## src/rtl/intr_seq_pkg.sv

```systemverilog
package intr_seq_pkg;
  localparam int NUM_LINES = 3;
  localparam int SRC_W     = 2;
  localparam int FRAME_W   = 2;

  localparam logic [SRC_W-1:0] SRC_RESET = 2'd0;
  localparam logic [SRC_W-1:0] SRC_NMI   = 2'd1;
  localparam logic [SRC_W-1:0] SRC_FAST  = 2'd2;
  localparam logic [SRC_W-1:0] SRC_NORM  = 2'd3;

  localparam logic [FRAME_W-1:0] FRM_NONE = 2'd0;
  localparam logic [FRAME_W-1:0] FRM_PART = 2'd1;
  localparam logic [FRAME_W-1:0] FRM_FULL = 2'd2;
endpackage

```

## src/rtl/intr_seq_edge.sv

```systemverilog
module intr_seq_edge #(
  parameter int STAGES = 2
) (
  input  logic clk,
  input  logic rst_n,
  input  logic line_n,
  output logic fall
);
  // sh[0..STAGES-1] synchronize; sh[STAGES] remembers the previous synced value
  logic [STAGES:0] sh;

  always_ff @(posedge clk or negedge rst_n) begin
    if (!rst_n) sh <= '1;
    else        sh <= {sh[STAGES-1:0], line_n};
  end

  assign fall = sh[STAGES] & ~sh[STAGES-1];
endmodule

```

## src/rtl/intr_seq_pick.sv

```systemverilog
module intr_seq_pick
  import intr_seq_pkg::*;
(
  input  logic [NUM_LINES-1:0] pend,
  input  logic                 mask_i,
  input  logic                 mask_f,
  output logic                 hit,
  output logic [SRC_W-1:0]     src
);
  logic [NUM_LINES-1:0] elig;

  // index 0 = non-maskable, 1 = fast, 2 = normal
  assign elig = {pend[2] & ~mask_i, pend[1] & ~mask_f, pend[0]};
  assign hit  = |elig;

  always_comb begin
    src = SRC_RESET;
    for (int k = NUM_LINES - 1; k >= 0; k--) begin
      if (elig[k]) src = SRC_W'(k + 1);
    end
  end
endmodule

```

## src/rtl/intr_seq_plan.sv

```systemverilog
module intr_seq_plan
  import intr_seq_pkg::*;
#(
  parameter int               VEC_W     = 16,
  parameter logic [VEC_W-1:0] RESET_VEC = {{(VEC_W-1){1'b1}}, 1'b0}
) (
  input  logic [SRC_W-1:0]   src,
  output logic [VEC_W-1:0]   vector,
  output logic [FRAME_W-1:0] frame,
  output logic               set_e,
  output logic               clr_e
);
  localparam int WORD_BYTES = 2;

  // one vector word per source, stepping down from the reset vector
  assign vector = RESET_VEC - VEC_W'(WORD_BYTES * int'(src));

  always_comb begin
    frame = FRM_NONE;
    set_e = 1'b0;
    clr_e = 1'b0;
    case (src)
      SRC_NMI, SRC_NORM: begin frame = FRM_FULL; set_e = 1'b1; end
      SRC_FAST:          begin frame = FRM_PART; clr_e = 1'b1; end
      default:           frame = FRM_NONE;
    endcase
  end
endmodule

```

## src/rtl/intr_entry_seq.sv

```systemverilog
module intr_entry_seq
  import intr_seq_pkg::*;
#(
  parameter int               VEC_W       = 16,
  parameter int               SYNC_STAGES = 2,
  parameter logic [VEC_W-1:0] RESET_VEC   = {{(VEC_W-1){1'b1}}, 1'b0}
) (
  input  logic             clk,
  input  logic             rst_n,
  input  logic             nmi_n,
  input  logic             firq_n,
  input  logic             irq_n,
  input  logic             mask_we,
  input  logic [1:0]       mask_wdata,
  input  logic             ent_ready,
  output logic             ent_valid,
  output logic [1:0]       ent_src,
  output logic [VEC_W-1:0] ent_vector,
  output logic [1:0]       ent_frame,
  output logic             eflag,
  output logic             mask_i,
  output logic             mask_f
);
  logic [NUM_LINES-1:0] line_n, fall, allow, clr, pend;
  logic                 hit, set_e, clr_e, accept;
  logic [SRC_W-1:0]     pick_src;

  assign line_n = {irq_n, firq_n, nmi_n};
  assign allow  = {~mask_i, ~mask_f, 1'b1};
  assign accept = ent_valid & ent_ready;

  for (genvar g = 0; g < NUM_LINES; g++) begin : g_line
    intr_seq_edge #(.STAGES(SYNC_STAGES)) u_edge (
      .clk   (clk),
      .rst_n (rst_n),
      .line_n(line_n[g]),
      .fall  (fall[g])
    );
    assign clr[g] = accept && (ent_src == SRC_W'(g + 1));
  end

  intr_seq_pick u_pick (
    .pend  (pend),
    .mask_i(mask_i),
    .mask_f(mask_f),
    .hit   (hit),
    .src   (pick_src)
  );

  intr_seq_plan #(.VEC_W(VEC_W), .RESET_VEC(RESET_VEC)) u_plan (
    .src   (ent_src),
    .vector(ent_vector),
    .frame (ent_frame),
    .set_e (set_e),
    .clr_e (clr_e)
  );

  // pending requests: a new edge wins over the clear of the same line
  always_ff @(posedge clk or negedge rst_n) begin
    if (!rst_n) pend <= '0;
    else        pend <= (pend & ~clr) | (fall & allow);
  end

  // entry channel: reset entry first, then arbitrated entries
  always_ff @(posedge clk or negedge rst_n) begin
    if (!rst_n) begin
      ent_valid <= 1'b1;
      ent_src   <= SRC_RESET;
    end else if (accept) begin
      ent_valid <= 1'b0;
    end else if (!ent_valid && hit) begin
      ent_valid <= 1'b1;
      ent_src   <= pick_src;
    end
  end

  // mask and entire-frame flags
  always_ff @(posedge clk or negedge rst_n) begin
    if (!rst_n) begin
      mask_i <= 1'b1;
      mask_f <= 1'b1;
      eflag  <= 1'b0;
    end else if (accept) begin
      mask_i <= 1'b1;
      mask_f <= 1'b1;
      if (set_e)      eflag <= 1'b1;
      else if (clr_e) eflag <= 1'b0;
    end else if (mask_we) begin
      mask_f <= mask_wdata[1];
      mask_i <= mask_wdata[0];
    end
  end
endmodule

```

## config.mk

```make
export PLATFORM = sky130hd
export DESIGN_NAME = intr_entry_seq
export DESIGN_NICKNAME = d
export VERILOG_FILES = /design/src/rtl/intr_seq_pkg.sv /design/src/rtl/intr_seq_edge.sv /design/src/rtl/intr_seq_pick.sv /design/src/rtl/intr_seq_plan.sv /design/src/rtl/intr_entry_seq.sv
export SDC_FILE = /design/constraint.sdc
export NUM_CORES = 1
export LEC_CHECK = 0
export BUFFER_PORTS_ARGS = -buffer_cell sky130_fd_sc_hd__buf_4
export CORE_ASPECT_RATIO = 1.4
export CORE_MARGIN = 1.5
export CORE_UTILIZATION = 41
export CTS_CLUSTER_DIAMETER = 100
export DETAILED_ROUTE_END_ITERATION = 8
export HOLD_SLACK_MARGIN = 0.03
export PLACE_DENSITY = 0.7
export SYNTH_ARGS = -nofsm -noshare
export SYNTH_HDL_FRONTEND = slang
export SYNTH_SLANG_ARGS = --single-unit
```

## constraint.sdc

```tcl
create_clock -name clk -period 1.1 [get_ports clk]
set_clock_uncertainty 0.05 [all_clocks]
set_input_delay 0.22 -clock clk [delete_from_list [all_inputs] [get_ports clk]]
set_output_delay 0.22 -clock clk [all_outputs]
set_load 0.1 [all_outputs]
```

==> key figures, run 1 <==
Critical path
  – WP data required: 830 ps
  – Worst EP arrival: 1160 ps
  – Critical Path Source: ent_src[0]
  – Critical path type: reg2out
  – Critical path fanouts, max: 6
  – Worst setup EP type: output port
  – Startpoint Class: register
  – Reg2Reg Launch Point: ent_valid

Clocking
  – Clk_lat worst skew: 280 ps
  – Reg clk slew, reported paths: 90 ps
  – Num Clock Sinks: 18
  – Clk buf depth: 2
  – CTS tree: done
  – Clock buffer count from CTS: 3
  – H-tree depth: 1
  – Root Buffer: clkbuf_4

Finish
  – ANT cells: 0
  – Layout area overhead: 57.6%
  – Share of cells above drive strength 1: 55.4%
  – Most common cell after layout, fill and taps aside: conb_1
  – Number of fill cells: 136
  – Fin nets: 111
  – Fin cells: 121
  – Commonest cells after routing, fill and taps aside: conb_1, buf_4, buf_6

STA
  – Unrepaired setup endpoints after global routing: yes
  – Slack of the critical path: -334 ps
  – Fmax: 697 MHz
  – Period utilisation layout: 130%
  – Fin. Hold Viols: 0
  – Setup TNS: -3420 ps
  – Final Critical Period: 1430 ps
  – Final Max Slew Viols: 0
  – Final Setup Violations: 16

Die
  – Die Wd: 39.8 um
  – Die area: 2170 um2
  – Initial Utilization: 43.7%
  – CORE AREA: 1780 um2
  – Rows: 18
  – Chip height: 54.6 um
  – Top-level port count: 33

Logic synthesis
  – Cells after synthesis: 66
  – Yosys top cell area share: 40.5%
  – Post-synthesis sequential area ratio: 59.8%
  – YS warnings: 0
  – Synth area leaders: dfstp_2, dfrtp_1, buf_4
  – Synth Area in Adders: 0%
  – Post-synthesis mux area share: 2.57%
  – FF+latch count, synth: 18
  – Synth unique cells: 21
  – Syn Area/Cell: 11.8 um2
  – Xor/xnor share of the synthesized area: 0%
  – Largest family of logic cells by synthesized area: buffers and inverters
  – Netlist Area Pre-Place: 778 um2
  – Cell taking the most area after synthesis: dfstp_2
  – Simple-Gate Fraction of Synth Area: 11.6%
  – Compound-Gate Fraction of Synth Area: 8.04%

Global routing
  – Total Routing Usage GR: 15.9%
  – Vias in the first global route: 544
  – Initial antenna violation count: 0
  – Gr ovfl total: 0
  – Pin count of the biggest net entering global routing: 19
  – First-pass GRT wire length: 2220 um

Outcome
  – Outcome: finished with violations
  – Failing checks: negative setup slack

Power
  – Switching share of power: 49.3%
  – Pwr/cell area: 3110 nW/um2
  – Seq pwr share: 28.4%
  – Internal power: 1940 uW
  – Worst vdd ir: 1.34 mV
  – Pleak: 0.000544 uW
  – Net Sw Power: 1880 uW
  – Clock network power share: 8.3%
  – Comb pwr share: 63.3%

Detailed routing
  – DR vias: 561
  – DRT Wirelength: 1410 um
  – Pre-antenna DRT Iters: 4
  – Antenna-violating nets left: 0
  – Initial DRC count: 8
  – DRC errors left: 0
  – Vias/cell: 4.64
  – DR WL/cell: 11.6 um

Hold path
  – Path category of the worst min-delay check: in2reg
  – Hold path start: ent_ready

Placement
  – Pre-CTS setup slack: -109 ps
  – GP Congestion: 0.677
  – Post-Place Cells: 107
  – I/O Buffers: 18
  – Hpwl dp: 972 um

Run
  – Number of max-cap violations: 0
-- power groups by stage --
stage               Clock (uW)  Combinational [uW]  Sequential [uW]
floorplan                    0                 992             1610
global placement             0                1880             1060
detailed placement           0                1890             1070
CTS                        337                2260             1080
global route               356                2530             1100
finish                     318                2420             1080
-- cells in the mapped netlist --
| cell type | number |
|---|---|
| buf_4 | 15 |
| dfstp_2 | 12 |
| dfrtp_1 | 6 |
| nor2_1 | 5 |
| a22o_1 | 3 |
| nand2_1 | 3 |
| nor2b_1 | 3 |
| conb_1 | 2 |
| inv_1 | 2 |
| mux2i_1 | 2 |
| nand2b_1 | 2 |
| nand4b_1 | 2 |
| a222oi_1 | 1 |
| a311oi_1 | 1 |
| a32oi_1 | 1 |
| buf_2 | 1 |
| clkbuf_1 | 1 |
| inv_2 | 1 |
| nand3_1 | 1 |
| nand4_1 | 1 |
| o2bb2ai_1 | 1 |
-- critical path, cell delays in order, from the launching register on --
cell	delay [ps]
dfrtp_4	570
nor2_4	130
buf_12	180
-- worst paths after layout --
| kind | slack [ps] | endpoint | cells past startpoint |
|---|---|---|---|
| max reg2reg | -190 | pend[1] | 3 |
| max | -330 | ent_frame[0] | 2 |
| min | 70 | ent_valid | 2 |
| max in group asynchronous | 450 | g_line[0].u_edge.sh[2] | 2 |
| min in group asynchronous | 290 | eflag | 2 |
| min reg2reg | 310 | g_line[0].u_edge.sh[1] | 0 |
-- per-stage QoR --
stage	instance area [um2]	total power, uW	utilization, %	hold WS [ps]
floorplan	887	2600	-	-126
global placement	976	2940	54.9	42.7
detailed placement	976	2960	54.9	44.6
CTS	1180	3680	66.2	60.4
global route	1230	3980	68.9	74.5
finish	1230	3820	68.9	70.6
-- cells by family (layout without fill, tap and decap cells) --
group / after synthesis / count (layout)
AOI/OAI and AO/OA: 7 / 7
buffers and inverters: 20 / 43
DFF: 18 / 18
muxes: 2 / 2
other: 2 / 14
and+or+nand+nor: 17 / 17
-- per-layer routing --
layer / global-route usage (%) / vias to the layer above / routed length [um]
li1: - / 261 / -
met1: 16.7 / 269 / 522
met2: 28.7 / 28 / 775
met3: 4.07 / 3 / 83
met4: 6.90 / 0 / 24
met5: 0 / - / 0
-- flip-flops by register name (all words and copies together), names as in the netlist --
name / flops
mask_f: 1
pend: 3
mask_i: 1
ent_valid: 1
eflag: 1
ent_src: 2
g_line.u_edge.sh: 9
-- area by class of cell --
cell class,instances,area (um2),share of cell area (%)
clock buffer,4,26.3,2.14
inverter,3,27.5,2.24
multi-input combinational,40,249,20.3
sequential,18,485,39.6
tap,20,25.0,2.04
timing repair buffer,36,413,33.7
-- what timing repair did --
action | 4_1_cts | 5_1_grt
hold buffers | 4 | 0
endpoints found under the setup margin | 17 | 18
resized for setup | 26 | 8
pin swaps | 3 | 4
setup buffers | 4 | 2
endpoints found under the hold margin | 21 | 0
(Power assumes the default switching activity.)
==> inputs of run 2 (changes only) <==
--- a/config.mk
+++ b/config.mk
@@ -11,6 +11,7 @@
 export CORE_UTILIZATION = 41
 export CTS_CLUSTER_DIAMETER = 100
 export DETAILED_ROUTE_END_ITERATION = 8
+export GPL_TIMING_DRIVEN = 0
 export HOLD_SLACK_MARGIN = 0.03
 export PLACE_DENSITY = 0.7
 export SYNTH_ARGS = -nofsm -noshare
==> run 2 against run 1 <==
Against the previous run:
- the run still ends with negative setup slack left
- final cell count rose by 12%
- power rose by 4.4%
- setup slack got worse by 20 ps
- critical path type unchanged
- critical endpoint unchanged
- largest power group unchanged
==> key figures, run 2 (synthesized netlist as in run 1, its figures left out) <==
Placement
  – Hpwl dp: 1030 um (was 972 um)
  – GP Congestion: 0.707 (was 0.677)
  – I/O Buffers: 18 (unchanged)
  – Placed cell areas: 1050 um2 (was 976 um2)
  – Post-Place Cells: 116 (was 107)

Critical path
  – Critical path type: reg2out (unchanged)
  – Reg2reg end: pend[0] (was pend[1])
  – Max stage delay on crit path: 570 ps (about the same)
  – CP delay by family, top: flip-flops (unchanged)
  – Worst EP arrival: 1180 ps (was 1160 ps)
  – Worst setup EP type: output port (unchanged)
  – Critical path, cell by cell: nor2_4 -> buf_12 (unchanged)
  – Startpoint Class: register (unchanged)
  – WP data required: 830 ps (about the same)
  – Worst path bufs/invs: 1 (unchanged)
  – Critical path's slowest cell: dfrtp_4 (unchanged)
  – Critical path fanouts, max: 6 (unchanged)
  – Setup slack, reg-to-reg: -210 ps (was -190 ps)
  – Reg2Reg Launch Point: ent_src[1] (was ent_valid)
  – R2R depth: 4 (was 3)

Finish
  – Most common cell after layout, fill and taps aside: buf_4 (was conb_1)
  – Register area: 485 um2 (unchanged)
  – Share of cells above drive strength 1: 65.5% (was 55.4%)
  – Top reg by flops: g_line.u_edge.sh (unchanged)
  – ANT cells: 0 (unchanged)
  – Layout area overhead: 74.8% (was 57.6%)
  – Number of fill cells: 117 (was 136)
  – Flip-flop count of the largest register after layout: 9 (unchanged)
  – Post-route cell area: 1360 um2 (was 1230 um2)
  – Largest regs: g_line.u_edge.sh x9, pend x3, ent_src x2 (unchanged)
  – Fin nets: 126 (was 111)
  – Multi-input logic area: 269 um2 (was 249 um2)
  – Commonest cells after routing, fill and taps aside: buf_4, conb_1, dfstp_2 (was conb_1, buf_4, buf_6)
  – Fin cells: 136 (was 121)

Power
  – Pwr/cell area: 2930 nW/um2 (was 3110 nW/um2)
  – Internal power: 2050 uW (was 1940 uW)
  – Seq pwr share: 27.2% (was 28.4%)
  – Worst vdd ir: 1.31 mV (was 1.34 mV)
  – Comb pwr share: 63.0% (was 63.3%)
  – Pleak: 0.000629 uW (was 0.000544 uW)
  – Switching share of power: 48.6% (was 49.3%)
  – Net Sw Power: 1940 uW (was 1880 uW)
  – Clock network power share: 9.8% (was 8.3%)

STA
  – Fmax: 688 MHz (was 697 MHz)
  – Final Setup Violations: 19 (was 16)
  – Slack of the critical path: -353 ps (was -334 ps)
  – Period utilisation layout: 132% (was 130%)
  – Fin. Hold Viols: 0 (unchanged)
  – Unrepaired setup endpoints after global routing: yes (unchanged)
  – Final Critical Period: 1450 ps (was 1430 ps)
  – Final Max Slew Viols: 0 (unchanged)
  – Hold slack: 84.9 ps (was 70.6 ps)

Global routing
  – Pin count of the biggest net entering global routing: 19 (unchanged)
  – Vias in the first global route: 543 (was 544)
  – Initial antenna violation count: 0 (unchanged)
  – Gr ovfl total: 0 (unchanged)
  – Total Routing Usage GR: 16.4% (was 15.9%)
  – First-pass GRT wire length: 2260 um (was 2220 um)

Detailed routing
  – DR WL/cell: 11.9 um (was 11.6 um)
  – DR vias: 601 (was 561)
  – DRT Wirelength: 1610 um (was 1410 um)
  – Vias/cell: 4.42 (was 4.64)
  – DRC errors left: 0 (unchanged)
  – Pre-antenna DRT Iters: 4 (unchanged)
  – Antenna-violating nets left: 0 (unchanged)
  – Initial DRC count: 2 (was 8)

Hold path
  – Hold worst-path end: ent_valid (unchanged)
  – Hold path start: ent_ready (unchanged)
  – Path category of the worst min-delay check: in2reg (unchanged)
  – Hold depth: 2 (unchanged)

Die
  – Top-level port count: 33 (unchanged)
  – Initial Utilization: 43.7% (unchanged)
  – Rows: 18 (unchanged)
  – Die Wd: 39.8 um (unchanged)
  – Chip height: 54.6 um (unchanged)
  – CORE AREA: 1780 um2 (unchanged)
  – Die area: 2170 um2 (unchanged)

Run
  – Number of max-cap violations: 0 (unchanged)

Clocking
  – CTS tree: done (unchanged)
  – Root Buffer: clkbuf_4 (unchanged)
  – Clk buf depth: 2 (unchanged)
  – H-tree depth: 1 (unchanged)
  – Reg clk slew, reported paths: 100 ps (was 90 ps)
  – Num Clock Sinks: 18 (unchanged)
  – Clk_lat worst skew: 290 ps (was 280 ps)
  – Clock buffer count from CTS: 3 (unchanged)

Outcome
  – Failing checks: negative setup slack (unchanged)
  – Outcome: finished with violations (unchanged)
[run 2: cell count changes in the layout (fill, tap and decap cells not counted), sizes merged]
cell  change
buf      +15
[run 2: stage by stage]
stage	utilization, %	power (uW)	setup slack, ps	TNS, ps
2_1_floorplan	-	2600	-1020	-3910
3_3_place_gp	58.9	2890	-160	-1040
3_5_place_dp	58.9	2920	-172	-1160
4_1_cts	72.4	3790	-344	-3600
5_1_grt	76.4	4140	-400	-4390
6_report	76.4	3990	-353	-3660
[run 2: worst max path at each step]
stage	startpoint	endpoint	cells after the start
floorplan	ent_src[1]	ent_frame[0]	2
global placement	ent_src[0]	ent_frame[1]	3
detailed placement	ent_src[0]	ent_frame[1]	3
CTS	ent_src[0]	ent_frame[1]	2
global route	ent_src[0]	ent_frame[0]	2
finish	ent_src[0]	ent_frame[0]	2
[run 2: timing repair]
action,CTS,global route
endpoints found under the hold margin,21,0
gates resized for setup,26,12
cloned,0,1
setup buffers,9,3
pin swaps,3,3
hold buffers,4,0
endpoints found under the setup margin,17,19
[run 2: routing by layer]
layer	vias up	routed length [um]	track usage (%)
li1	292	-	-
met1	282	568	14.4
met2	25	958	31.7
met3	2	71	3.25
met4	0	14	10.3
met5	-	0	0
[run 2: layout make-up]
type / instances / share of cell area [%]
Tap cell: 20 / 1.84
Multi-Input combinational cell: 40 / 19.8
Clock buffer: 4 / 2.67
Buffer: 16 / 8.92
Inverter: 3 / 2.02
Sequential cell: 18 / 35.7
Timing Repair Buffer: 35 / 29.1
[run 2: power by group through the flow]
stage	logic [uW]	registers, uW	clock network, uW
2_1_floorplan	992	1610	0
3_3_place_gp	1820	1070	0
3_5_place_dp	1830	1080	0
4_1_cts	2310	1060	407
5_1_grt	2600	1100	438
6_report	2510	1090	390
